[src/rtl/dmactl_pkg.sv]
package dmactl_pkg;
    localparam int DW       = 16;
    localparam int MODE_BIT = 15;
    localparam int BUSY_BIT = 14;
    localparam int ZERO_BIT = 13;
endpackage

[src/rtl/dmactl_store.sv]
module dmactl_store
    import dmactl_pkg::*;
#(
    parameter int NCHAN = 9
) (
    input  logic                 clk,
    input  logic                 rst_n,
    input  logic                 wr_en,
    input  logic [DW-1:0]        wr_data,
    output logic [NCHAN+1:0]     bits_q
);
    localparam int STW = NCHAN + 2;

    typedef struct packed {
        logic             prio;
        logic             master;
        logic [NCHAN-1:0] chan;
    } ctl_t;

    ctl_t             st_d, st_q;
    logic [STW-1:0]   mask;

    // only positions that hold state take part in the mask
    assign mask = wr_data[STW-1:0];

    always_comb begin
        st_d = st_q;
        if (wr_en) begin
            if (wr_data[MODE_BIT]) st_d = ctl_t'(st_q | mask);
            else                   st_d = ctl_t'(st_q & ~mask);
        end
    end

    always_ff @(posedge clk or negedge rst_n) begin
        if (!rst_n) st_q <= '0;
        else        st_q <= st_d;
    end

    assign bits_q = st_q;

    // a set-mode write leaves every masked bit at 1
    a_r1_set_mode: assert property (@(posedge clk) disable iff (!rst_n)
        (wr_en && wr_data[MODE_BIT]) |=> ((bits_q & $past(mask)) == $past(mask)));

    // a clear-mode write leaves every masked bit at 0
    a_r2_clear_mode: assert property (@(posedge clk) disable iff (!rst_n)
        (wr_en && !wr_data[MODE_BIT]) |=> ((bits_q & $past(mask)) == '0));

    // bits outside the mask keep their value
    a_r3_unmasked_kept: assert property (@(posedge clk) disable iff (!rst_n)
        wr_en |=> (((bits_q ^ $past(bits_q)) & ~$past(mask)) == '0));

    // no change without a write strobe
    a_r10_idle_hold: assert property (@(posedge clk) disable iff (!rst_n)
        !wr_en |=> $stable(bits_q));
endmodule

[src/rtl/dmactl_gate.sv]
module dmactl_gate #(
    parameter int NCHAN = 9
) (
    input  logic [NCHAN+1:0] bits,
    output logic [NCHAN-1:0] chan_en,
    output logic             prio
);
    localparam int MASTER = NCHAN;
    localparam int PRIO   = NCHAN + 1;

    for (genvar i = 0; i < NCHAN; i++) begin : g_chan
        assign chan_en[i] = bits[i] & bits[MASTER];
    end

    assign prio = bits[PRIO];
endmodule

[src/rtl/dmactl_rdmux.sv]
module dmactl_rdmux
    import dmactl_pkg::*;
#(
    parameter int NCHAN = 9
) (
    input  logic [NCHAN+1:0] bits,
    input  logic             busy,
    input  logic             zero,
    output logic [DW-1:0]    rd
);
    localparam int STW = NCHAN + 2;

    always_comb begin
        rd            = '0;
        rd[STW-1:0]   = bits;
        rd[BUSY_BIT]  = busy;
        rd[ZERO_BIT]  = zero;
    end
endmodule

[src/rtl/dmactl_top.sv]
module dmactl_top
    import dmactl_pkg::*;
#(
    parameter int NCHAN = 9
) (
    input  logic             clk,
    input  logic             rst_n,
    input  logic             wr_en,
    input  logic [15:0]      wr_data,
    input  logic             blt_busy,
    input  logic             blt_zero,
    output logic [15:0]      rd_data,
    output logic [NCHAN-1:0] chan_en,
    output logic             blt_prio
);
    localparam int STW    = NCHAN + 2;
    localparam int MASTER = NCHAN;
    localparam int PRIO   = NCHAN + 1;

    logic [STW-1:0] bits_q;

    dmactl_store #(.NCHAN(NCHAN)) u_store (
        .clk     (clk),
        .rst_n   (rst_n),
        .wr_en   (wr_en),
        .wr_data (wr_data),
        .bits_q  (bits_q)
    );

    dmactl_gate #(.NCHAN(NCHAN)) u_gate (
        .bits    (bits_q),
        .chan_en (chan_en),
        .prio    (blt_prio)
    );

    dmactl_rdmux #(.NCHAN(NCHAN)) u_rdmux (
        .bits (bits_q),
        .busy (blt_busy),
        .zero (blt_zero),
        .rd   (rd_data)
    );

    // master off as read back forces every channel output off
    a_r7_master_gate: assert property (@(posedge clk) disable iff (!rst_n)
        !rd_data[MASTER] |-> (chan_en == '0));

    // priority output tracks the read-back priority bit
    a_r8_prio_out: assert property (@(posedge clk) disable iff (!rst_n)
        blt_prio == rd_data[PRIO]);

    // status inputs appear live in the read word
    a_r5_status_live: assert property (@(posedge clk) disable iff (!rst_n)
        (rd_data[BUSY_BIT] == blt_busy) && (rd_data[ZERO_BIT] == blt_zero));

    // unused positions never read as 1
    a_r6_unused_zero: assert property (@(posedge clk) disable iff (!rst_n)
        (rd_data[15] == 1'b0) && (rd_data[12:STW] == '0));
endmodule

[config.mk]
export PLATFORM = sky130hd
export DESIGN_NAME = dmactl_top
export DESIGN_NICKNAME = d
export VERILOG_FILES = /design/src/rtl/dmactl_pkg.sv /design/src/rtl/dmactl_store.sv /design/src/rtl/dmactl_gate.sv /design/src/rtl/dmactl_rdmux.sv /design/src/rtl/dmactl_top.sv
export SDC_FILE = /design/constraint.sdc
export NUM_CORES = 1
export LEC_CHECK = 0
export BUFFER_PORTS_ARGS = -buffer_cell sky130_fd_sc_hd__buf_2
export CAP_MARGIN = 20
export CORE_UTILIZATION = 37
export DETAILED_ROUTE_END_ITERATION = 10
export GPL_TIMING_DRIVEN = 0
export HOLD_SLACK_MARGIN = 0.15
export PLACE_DENSITY = 0.76
export SLEW_MARGIN = 40
export SYNTH_ARGS = -nofsm -noshare
export SYNTH_HDL_FRONTEND = slang
export SYNTH_SLANG_ARGS = --single-unit
[constraint.sdc]
create_clock -name clk -period 1.1 [get_ports clk]
set_clock_uncertainty 0.05 [all_clocks]
set_input_delay 0.165 -clock clk [delete_from_list [all_inputs] [get_ports clk]]
set_output_delay 0.165 -clock clk [all_outputs]
set_load 0.02 [all_outputs]
Yosys cells after proc, flatten, opt, wreduce, memory -nomap -nowiden --
Index checks and enable logic that the tools add are counted.
Storage, ports and cells: output and inout port bits 26, logic and storage cells 16, flip-flop bits (word level) 11
Operators by class: multiplexer cells 1, bitwise operators 12
Operators with widths (count):
- $and 11x11->11 | 1
- $mux 11 | 1
- $not 11->11 | 1
- $or 11x11->11 | 1
- $and 1x1->1 | 9

Depth between registers and ports, before layout --
depth in word-level cells 3, depth in mapped cells 3

By module --
A second synthesis with hierarchy kept.
Second synthesis, totals: cell total of the unflattened synthesis 62, area total of the unflattened synthesis 681.9 µm²
Modules (own cells, without submodules):
- dmactl_store | sequential area each 275.3 µm², times used 1, cells each 35, area each 494.2 µm²
- dmactl_rdmux | sequential area each 0.0 µm², times used 1, cells each 17, area each 123.9 µm²
- dmactl_gate | sequential area each 0.0 µm², times used 1, cells each 10, area each 63.8 µm²

Worst setup path after synthesis --
OpenSTA, ideal clock, no wires.
path type register -> output, start register with a tool-made name, end output port chan_en[1], buffers on the path 0, setup slack 0.088 ns, data required time 0.885 ns, data arrival time 0.797 ns, stages on the path, launching flop included 2, cell sequence dfrtp_1 and2_1
RTL lines:
- end, declared | RTL line dmactl_top.sv:13 | output logic [NCHAN-1:0] chan_en,

==> flow_summary_export.csv <==
group,metric,value,unit
routing,dr.pass1.iters,2,
grt,grt-ovfl-total,0,
power,switchingPower,0.471,mW
timing,hold_violations,0,
routing,post-route-drc-count,0,
timing,setup_viol,10,
place,dp.final_hpwl,884,um
timing,fin_crit_sh,118,%
outcome,violations,"negative setup slack",
clocking,cts_sinks,11,
routing,vias,514,
min_path,hold_path.class,"in -> reg",
floorplanning,fp.dieW,42.2,um
synth,synthAdderAreaFrac,0,%
worst_setup_path,arrival,1.08,ns
layout,fill_cells,120,
synth,yosysWarnings,0,
floorplanning,dieArea,0.00178,mm^2
timing,fin_crit,1.29,ns
routing,ant_nets,0,
power,pwr-share-comb,45.8,%
worst_setup_path,max_stage_delay,0.43,ns
timing,rsz0062_at_grt,"yes",
floorplanning,core,0.00151,mm^2
layout,drive_gt1_share,72.7,%
layout,fin_cells,115,
synth,synth_area,599,um^2
synth,synthMuxAreaShare,26.9,%
place,dp_cells,106,
place,port_buffers,37,
power,p_leak,0.548,nW
synth,synth_xor_area_share,0,%
clocking,cts_root_buf,"clkbuf_4",
power,switching_share,32.6,%
worst_setup_path,cp_common_cell,"buf_6",
timing,drv_slew,0,
power,clkPwrFrac,18.6,%
routing,wl_per_cell,11.0,um
clocking,clkLatencyLatePin,0.26,ns
floorplanning,core.rowCount,14,
floorplanning,die_y,42.2,um
worst_setup_path,path_class,"reg -> out",
grt,grt_usage,15.1,%
timing,max_freq,774,MHz
synth,synth_top_family_by_area,"multiplexers",
timing,worst_slack,-0.193,ns
worst_setup_path,path_max_fanout,5,
synth,synthCells,51,
layout,seq_area,277,um^2
layout,antenna_cells,0,
worst_setup_path,crit_slowest_cell,"dfrtp_2",
grt,grt_max_degree,12,
floorplanning,start_util,39.8,%
clocking,path_clk_slew,0.07,ns
grt,grt_first_pass_wirelength,2080,um
worst_setup_path,cp-start-kind,"flop",
power,intPower,0.972,mW
layout,syn2layout_area_growth,64.3,%
synth,ys_ff_latch,11,
routing,drt_wl_total,1270,um
flow_run,drv_cap,0,
synth,synth_seq_area_share,45.9,%
clocking,h-tree-depth,1,
outcome,status,"complete, but fails checks",
worst_setup_path,crit_chain,"buf_6, and2_4, buf_6",
clocking,clockBufferDepth,2,
grt,grt_pass1_vias,495,
grt,antenna_found_initial,0,
synth,synth_compound_area_share,0,%
place,place.gp.congestion,0.622,
power,peakVddDrop,0.563,mV
timing,finalSetupTns,-1.74,ns
routing,drt-initial-drc-count,1,
power,seq_power_share,35.6,%
floorplanning,ios,47,
clocking,numCtsBuffers,3,
layout,multi_input_area,293,um^2
min_path,hold_start,"wr_data[6]",
clocking,tritoncts,"built",
power,power_density,1470,mW/mm^2
synth,synth.distinct_cells,9,
worst_setup_path,end_kind,"primary output",
layout,finalNetCount,121,
synth,syn_avg_cell_area,11.8,um^2
synth,synthSimpleGateAreaFrac,16.3,%
worst_setup_path,cp.required,0.88,ns
routing,viasPerCell,4.47,
-- per-layer routing --
| metal | share of wire (%) | up-vias | global-route usage (%) |
|---|---|---|---|
| met5 | 0 | - | 0 |
| met4 | 0 | 0 | 5.63 |
| met3 | 7.6 | 0 | 2.59 |
| met2 | 51 | 26 | 27.7 |
| met1 | 41 | 239 | 17.3 |
| li1 | - | 249 | - |
-- critical path: cells and delay by family (launching register included) --
kind	cells	cell delay, ns
flops	1	0.43
buf+inv	2	0.26
simple gates	1	0.13
-- synthesized netlist by cell type --
library cell,instances,area (um^2)
buf_6,1,11.3
nand2_1,11,41.3
mux2_2,1,11.3
buf_2,1,5.00
and2_1,9,56.3
dfrtp_1,11,275
conb_1,1,3.75
mux2_4,10,150
buf_4,6,45.0
-- logic make-up after synthesis --
group                  count (synthesis)
other                                  1
buffers and inverters                  8
DFF                                   11
and+or+nand+nor                       20
muxes                                 11
-- power groups by stage --
stage	Sequential [mW]	Clock (mW)	Combinational, mW
after floorplan	0.590	0	0.255
after global placement	0.520	0	0.483
after detailed placement	0.525	0	0.489
after CTS	0.520	0.286	0.495
after global routing	0.522	0.300	0.700
final	0.514	0.269	0.661
-- layout by cell type (no fill, tap or decap), types with 2 or more instances in the layout --
| master | Yosys | routed |
|---|---|---|
| mux2_4 | 10 | 10 |
| clkbuf_4 | 0 | 3 |
| nand2_1 | 11 | 11 |
| buf_2 | 1 | 27 |
| conb_1 | 1 | 3 |
| dfrtp_1 | 11 | 10 |
| buf_6 | 1 | 15 |
| dlygate4sd3_1 | 0 | 2 |
| buf_4 | 6 | 6 |
| and2_4 | 0 | 9 |
-- stage by stage --
stage	hold slack (ns)	power, mW	setup WS, ns	utilization [%]	instance area [um^2]
finish	0.178	1.44	-0.193	65.4	985
CTS	0.168	1.30	-0.193	57.0	858
floorplan	-0.181	0.845	0.0884	-	607
detailed placement	0.000319	1.01	0.0410	53.9	812
global placement	-0.00422	1.00	0.0684	53.9	812
global route	0.190	1.52	-0.225	65.4	985
-- final timing paths --
| path | endpoint | slack, ns | cells after the start |
|---|---|---|---|
| min in group asynchronous | async pin | 0.25 | 2 |
| max in group asynchronous | async pin | 0.52 | 2 |
| setup / recovery | chan_en[8] | -0.19 | 3 |
| setup reg to reg | flop | 0 | 3 |
| hold / removal | flop | 0.18 | 3 |
| hold reg to reg | flop | 0.49 | 1 |
-- layout make-up --
type | count | share of cell area (%)
multi-input combinational | 34 | 29.7
sequential | 11 | 28.1
clock buffer | 4 | 2.67
buffer | 7 | 5.46
timing repair buffer | 43 | 32.0
tap | 16 | 2.03
-- repair_timing --
action                     4_1_cts  5_1_grt
hold endpoints to repair        12        0
setup buffers                    0        4
hold buffers                     2        0
resized for setup                3       34
setup endpoints to repair       11       10
Note: power is estimated with default switching activity, not from simulation.
